[config.mk]
export PLATFORM = sky130hd
export DESIGN_NAME = wr_burst_dma
export DESIGN_NICKNAME = d
export VERILOG_FILES = /design/src/rtl/wdma_pkg.sv /design/src/rtl/wdma_burst_sizer.sv /design/src/rtl/wdma_beat_counter.sv /design/src/rtl/wr_burst_dma.sv
export SDC_FILE = /design/constraint.sdc
export NUM_CORES = 1
export LEC_CHECK = 0
export BUFFER_PORTS_ARGS = -buffer_cell sky130_fd_sc_hd__buf_2
export CAP_MARGIN = 25
export CORE_ASPECT_RATIO = 1.1
export CORE_MARGIN = 4
export CORE_UTILIZATION = 50
export CTS_CLUSTER_DIAMETER = 120
export DETAILED_ROUTE_END_ITERATION = 6
export PLACE_DENSITY = 0.73
export SLEW_MARGIN = 20
export SYNTH_ARGS = -nofsm -noshare
export SYNTH_HDL_FRONTEND = slang
export SYNTH_SLANG_ARGS = --single-unit
[constraint.sdc]
create_clock -name clk -period 7.25 [get_ports clk]
set_input_delay 0.3625 -clock clk [delete_from_list [all_inputs] [get_ports clk]]
set_output_delay 0.3625 -clock clk [all_outputs]
set_load 0.01 [all_outputs]
[src/rtl/wdma_pkg.sv]
package wdma_pkg;
    typedef enum logic [2:0] {
        ST_IDLE,
        ST_CHECK,
        ST_ADDR,
        ST_DATA,
        ST_RESP,
        ST_DONE
    } wdma_state_e;
endpackage

[src/rtl/wdma_burst_sizer.sv]
module wdma_burst_sizer #(
    parameter int ADDR_W     = 32,
    parameter int SIZE_W     = 33,
    parameter int OFF_W      = 3,
    parameter int BURST_SZ_W = 8
) (
    input  logic [ADDR_W-1:0] addr,
    input  logic [SIZE_W-1:0] rest,
    output logic [SIZE_W-1:0] burst_len
);
    localparam int PAGE_W = 12;
    localparam logic [SIZE_W-1:0] MAX_BEATS = SIZE_W'(1) << BURST_SZ_W;

    logic [PAGE_W:0]   room_bytes;
    logic [SIZE_W-1:0] room_words;
    logic [SIZE_W-1:0] cap;

    assign room_bytes = (PAGE_W+1)'(1 << PAGE_W) - {1'b0, addr[PAGE_W-1:0]};
    assign room_words = SIZE_W'(room_bytes >> OFF_W);

    always_comb begin
        cap       = (MAX_BEATS < room_words) ? MAX_BEATS : room_words;
        burst_len = (rest < cap) ? rest : cap;
    end
endmodule

[src/rtl/wdma_beat_counter.sv]
module wdma_beat_counter #(
    parameter int SIZE_W = 33
) (
    input  logic              clk,
    input  logic              rst_n,
    input  logic              clear,
    input  logic              step,
    input  logic [SIZE_W-1:0] limit,
    output logic              last
);
    logic [SIZE_W-1:0] count;

    always_ff @(posedge clk) begin
        if (!rst_n || clear)
            count <= '0;
        else if (step)
            count <= count + SIZE_W'(1);
    end

    assign last = (count == limit - SIZE_W'(1));
endmodule

[src/rtl/wr_burst_dma.sv]
module wr_burst_dma
    import wdma_pkg::*;
#(
    parameter int ADDR_W     = 32,
    parameter int DATA_W     = 64,
    parameter int BURST_SZ_W = 8,
    parameter bit USE_BASE   = 1'b1
) (
    input  logic                clk,
    input  logic                rst_n,
    input  logic                start,
    input  logic [ADDR_W-1:0]   start_addr,
    input  logic [ADDR_W:0]     start_size,
    input  logic [ADDR_W-1:0]   base_addr,
    output logic                idle,
    input  logic [DATA_W-1:0]   s_data,
    input  logic                s_valid,
    output logic                s_ready,
    output logic [ADDR_W-1:0]   m_awaddr,
    output logic [7:0]          m_awlen,
    output logic                m_awvalid,
    input  logic                m_awready,
    output logic [DATA_W-1:0]   m_wdata,
    output logic                m_wlast,
    output logic                m_wvalid,
    input  logic                m_wready,
    input  logic                m_bvalid,
    output logic                m_bready
);
    localparam int SIZE_W = ADDR_W + 1;
    localparam int BYTES  = DATA_W / 8;
    localparam int OFF_W  = $clog2(BYTES);
    localparam logic [ADDR_W-1:0] ALIGN_MASK = ~ADDR_W'(BYTES - 1);

    wdma_state_e       state, nxt;
    logic [ADDR_W-1:0] cur_addr;
    logic [SIZE_W-1:0] rest;
    logic [SIZE_W-1:0] cur_size;
    logic [SIZE_W-1:0] burst_len;
    logic [ADDR_W-1:0] eff_addr;
    logic              beat_last;
    logic              w_hs;

    generate
        if (USE_BASE) begin : g_base
            assign eff_addr = start_addr + base_addr;
        end else begin : g_nobase
            assign eff_addr = start_addr;
        end
    endgenerate

    wdma_burst_sizer #(
        .ADDR_W(ADDR_W), .SIZE_W(SIZE_W), .OFF_W(OFF_W), .BURST_SZ_W(BURST_SZ_W)
    ) i_sizer (
        .addr(cur_addr), .rest(rest), .burst_len(burst_len)
    );

    wdma_beat_counter #(.SIZE_W(SIZE_W)) i_beats (
        .clk(clk), .rst_n(rst_n), .clear(state == ST_ADDR),
        .step(w_hs), .limit(cur_size), .last(beat_last)
    );

    // state register
    always_ff @(posedge clk) begin
        if (!rst_n) state <= ST_IDLE;
        else        state <= nxt;
    end

    always_comb begin
        nxt = state;
        unique case (state)
            ST_IDLE:  if (start) nxt = (start_size == '0) ? ST_DONE : ST_CHECK;
            ST_CHECK: nxt = ST_ADDR;
            ST_ADDR:  if (m_awready) nxt = ST_DATA;
            ST_DATA:  if (w_hs && beat_last) nxt = ST_RESP;
            ST_RESP:  if (m_bvalid) nxt = (rest != '0) ? ST_CHECK : ST_DONE;
            ST_DONE:  nxt = ST_IDLE;
            default:  nxt = ST_IDLE;
        endcase
    end

    // datapath and output registers
    always_ff @(posedge clk) begin
        if (!rst_n) begin
            cur_addr <= '0;
            rest     <= '0;
            cur_size <= '0;
            idle     <= 1'b1;
        end else begin
            unique case (state)
                ST_IDLE: if (start) begin
                    cur_addr <= eff_addr & ALIGN_MASK;
                    rest     <= start_size;
                    idle     <= 1'b0;
                end
                ST_CHECK: begin
                    cur_size <= burst_len;
                    rest     <= rest - burst_len;
                end
                ST_RESP: if (m_bvalid)
                    cur_addr <= cur_addr + ADDR_W'(cur_size << OFF_W);
                ST_DONE: idle <= 1'b1;
                default: ;
            endcase
        end
    end

    assign m_awvalid = (state == ST_ADDR);
    assign m_awaddr  = cur_addr;
    assign m_awlen   = 8'(cur_size - SIZE_W'(1));
    assign m_wvalid  = (state == ST_DATA) && s_valid;
    assign s_ready   = (state == ST_DATA) && m_wready;
    assign m_wdata   = s_data;
    assign m_wlast   = (state == ST_DATA) && beat_last;
    assign w_hs      = m_wvalid && m_wready;
    assign m_bready  = (state == ST_RESP);

    initial begin
        assert (BURST_SZ_W <= 8 && ADDR_W >= 13 && BYTES >= 2);
    end

    AST_AWLEN_MAX: assert property (@(posedge clk) disable iff (!rst_n)
        m_awvalid |-> (32'(m_awlen) < (32'(1) << BURST_SZ_W)));

    AST_NO_PAGE_CROSS: assert property (@(posedge clk) disable iff (!rst_n)
        m_awvalid |-> ((32'(m_awaddr[11:0]) + ((32'(m_awlen) + 32'd1) << OFF_W)) <= 32'd4096));

    AST_AW_HOLD: assert property (@(posedge clk) disable iff (!rst_n)
        (m_awvalid && !m_awready) |=> (m_awvalid && $stable(m_awaddr) && $stable(m_awlen)));

    AST_LAST_ENDS_DATA: assert property (@(posedge clk) disable iff (!rst_n)
        (m_wvalid && m_wready && m_wlast) |=> !m_wvalid);

    AST_RESP_EXCL: assert property (@(posedge clk) disable iff (!rst_n)
        m_bready |-> (!m_awvalid && !m_wvalid));

    AST_IDLE_QUIET: assert property (@(posedge clk) disable iff (!rst_n)
        idle |-> (!m_awvalid && !m_wvalid && !m_bready));

    AST_BUSY_START: assert property (@(posedge clk) disable iff (!rst_n)
        (start && !idle && state != ST_RESP) |=> $stable(m_awaddr));
endmodule

==> results.ini <==
[synthesis]
synth_compound_area_share_pct=24.1
muxShareOfSynthArea_pct=0.855
ys_ff_latch=132
synth_adder_area_share_pct=9.47
synth_ff_type=dfxtp_1
netlist_top_cells_area=dfxtp_1 (24%), ha_1 (9.1%), a21oi_1 (6.0%)
syn_inst=1463
synth_top_family_by_area=simple AND/OR/NAND/NOR gates
async_reset_ff_share_pct=0
yosysTopAreaCell=dfxtp_1
ys_types=78
synth-edff-count=0
synth-xor-area-share_pct=9.19
yosysSeqAreaShare_pct=23.8
synth.most_common_cell=a21oi_1
ys.warnings.count=0
synth_top_cell_area_share_pct=23.8
synthSimpleGateAreaFrac_pct=24.2
syn_area_per_cell_um2=7.60
synthesis.area_um2=11100
yosys-top-cells-count=a21oi_1 (133), dfxtp_1 (132), nor2_1 (132)

[global_routing]
grt_usage_pct=25.6
grt_pass1_vias=10200
grt_max_degree=64
antenna_found_initial=0
grt_pass1_wl_mm=51.6
grt_overflow=0

[worst_setup_path]
worstPathMaxFanout=7
endpoint_kind=flop
arrival_ps=7130
required_ps=7570
start_kind=flop
crit_type=flop to flop

[timing]
skew_ps=11.9
holdWs_ps=212
fin_crit_ps=6810
maxSlewViolCount=0
worst_pin_slew_ps=1020
clock.fmax_mhz=147
hold_viol=0
relSlewSlack_pct=31.7
period_share_pct=93.9
setup_ws_ps=445
finalSetupViolations=0

[clock_tree]
tritoncts=done
path_clk_slew_ps=60
numCtsBuffers=17
htreeDepth=4
cts_root_buf=clkbuf_16
clock_path_buffers=2
insertion_delay_ps=430
cts.sinks=132
cts.hold.buffers_added=0

[layout]
fin_area_um2=12200
nets=1763
syn_to_final_growth_pct=10.0
drive_above_1_share_pct=15.3
diodes=0
final_cells=1814

[placement]
dpl_worst_slack_ps=244
post-dp-hpwl_mm=24.1
dpl-instance-area_um2=11600
port_buffers=146
place_congestion=0.923
placed_cells=1780

[power]
power_density_nw_per_um2=231
swShare_pct=37.0
p_seq_share_pct=30.5
p_switching_w=0.00105
p_clk_share_pct=32.3
p_leak_nw=5.26
fin_total_pwr_w=0.00283
combPwrFrac_pct=37.2
ir_worst_vdd_uv=155
p_int_w=0.00178

[drt]
wl_per_cell_um=17.6
drt_iter0_drc=1008
antenna_left=0
vias=11000
drt_pre_antenna_iters=6
wirelength_mm=31.9
drcViolationCount=0
vias_per_cell=6.09

[die]
core_area_um2=21600
io_pins=278
die_x_um=150
die_y_um=164
start_util_pct=51.5
rows=56
die_area_um2=24700

[worst_hold_path]
hp-class=input port to flop

[flow_run]
maxCapViolCount=0

[status]
outcome=complete, no violations

-- placed cells by master (no fill, tap or decap), types with 11 or more instances in the layout --
cell type  instances
ha_1              81
a21oi_1          131
nand2_1          100
nor3_1            51
nand3_1           41
a211oi_1          14
dfxtp_1          132
and3_1            35
nor4_1            27
buf_2            146
clkbuf_16         17
or4_1             11
xnor2_1           60
xor2_1            49
nand2b_1          11
nand4_1           24
buf_4             19
o21ai_0           92
o211ai_1          17
o21a_1            16
a22oi_1           11
a31oi_1           16
nor2b_1           13
a21o_1            29
nor2_1           132
inv_1             43
or3_1             26
-- layer usage --
layer	vias to the layer above	GRT usage, %	part of all wire, %
met4	0	8.03	2.7
met1	5126	35.2	45
met5	-	0	0
met2	395	40.8	45
li1	5434	-	-
met3	93	4.80	7.6
-- power groups by stage --
stage	Clock, W	Combinational, W	Sequential (W)
floorplan	0	0.000803	0.000850
CTS	0.000919	0.00103	0.000859
finish	0.000912	0.00105	0.000863
global route	0.000957	0.00117	0.000870
detailed placement	0	0.00103	0.000874
global placement	0	0.00101	0.000873
-- kinds of logic (layout without fill, tap and decap cells) --
family,count (synthesis),after routing
adder cells (fa/ha/maj),83,83
other,2,4
flip-flops,132,132
AO/OA/AOI/OAI,421,421
multiplexers,9,9
buffers and inverters,180,239
XOR/XNOR,112,112
AND/OR/NAND/NOR,524,524
-- final cells by class --
type	count	area, um2
inverters	43	161
clock buffers	20	467
flip-flops and latches	132	2640
multi-input cells	1153	7580
clock inverters	11	150
repair buffers	165	873
fillers	2106	9340
well taps	290	363
-- per-stage QoR --
| stage | util, % | TNS, ps |
|---|---|---|
| floorplan | - | 0 |
| global placement | 53.7 | 0 |
| detailed placement | 53.7 | 0 |
| CTS | 56.5 | 0 |
| global route | 56.7 | -1.58 |
| finish | 56.7 | 0 |
-- flip-flops by register name, indices dropped and copies added (netlist names) --
signal,flops
idle,1
m_awaddr,29
i_beats.count,33
cur_size,33
state,3
rest,33
-- final timing paths --
kind / startpoint / end / slack [ps] / cells past startpoint
setup / recovery: m_awaddr[4]$_SDFFE_PN0P_ / rest[23]$_SDFFE_PN0P_ / 440 / 26
hold reg to reg: rest[18]$_SDFFE_PN0P_ / rest[18]$_SDFFE_PN0P_ / 480 / 2
setup reg to reg: m_awaddr[4]$_SDFFE_PN0P_ / rest[23]$_SDFFE_PN0P_ / 440 / 26
hold / removal: start_size[5] / rest[5]$_SDFFE_PN0P_ / 210 / 3
-- worst max-delay path, stage by stage (launching register included) --
cell and delay (ps):
dfxtp_1 360, inv_1 160, ha_1 260, nor4b_4 350, mux2i_1 120, o22ai_1 180
a32o_1 210, and2_0 280, or3b_2 530, ha_1 310, a21o_1 160, a21o_1 160
a21o_1 170, a211oi_1 250, o211ai_1 190, a21oi_2 300, buf_4 190, nor2_1 50
a21oi_1 210, ha_1 350, a21o_1 240, a21oi_2 240, nor3b_1 290, a21oi_1 250
or4_1 510, o221ai_1 190, o21ba_2 180
-- repair_timing --
item / CTS / global route
setup buffers: 0 / 3
resized for setup: 0 / 5
setup endpoints to repair: 0 / 20
No activity file was read; power rests on OpenSTA's default activity.
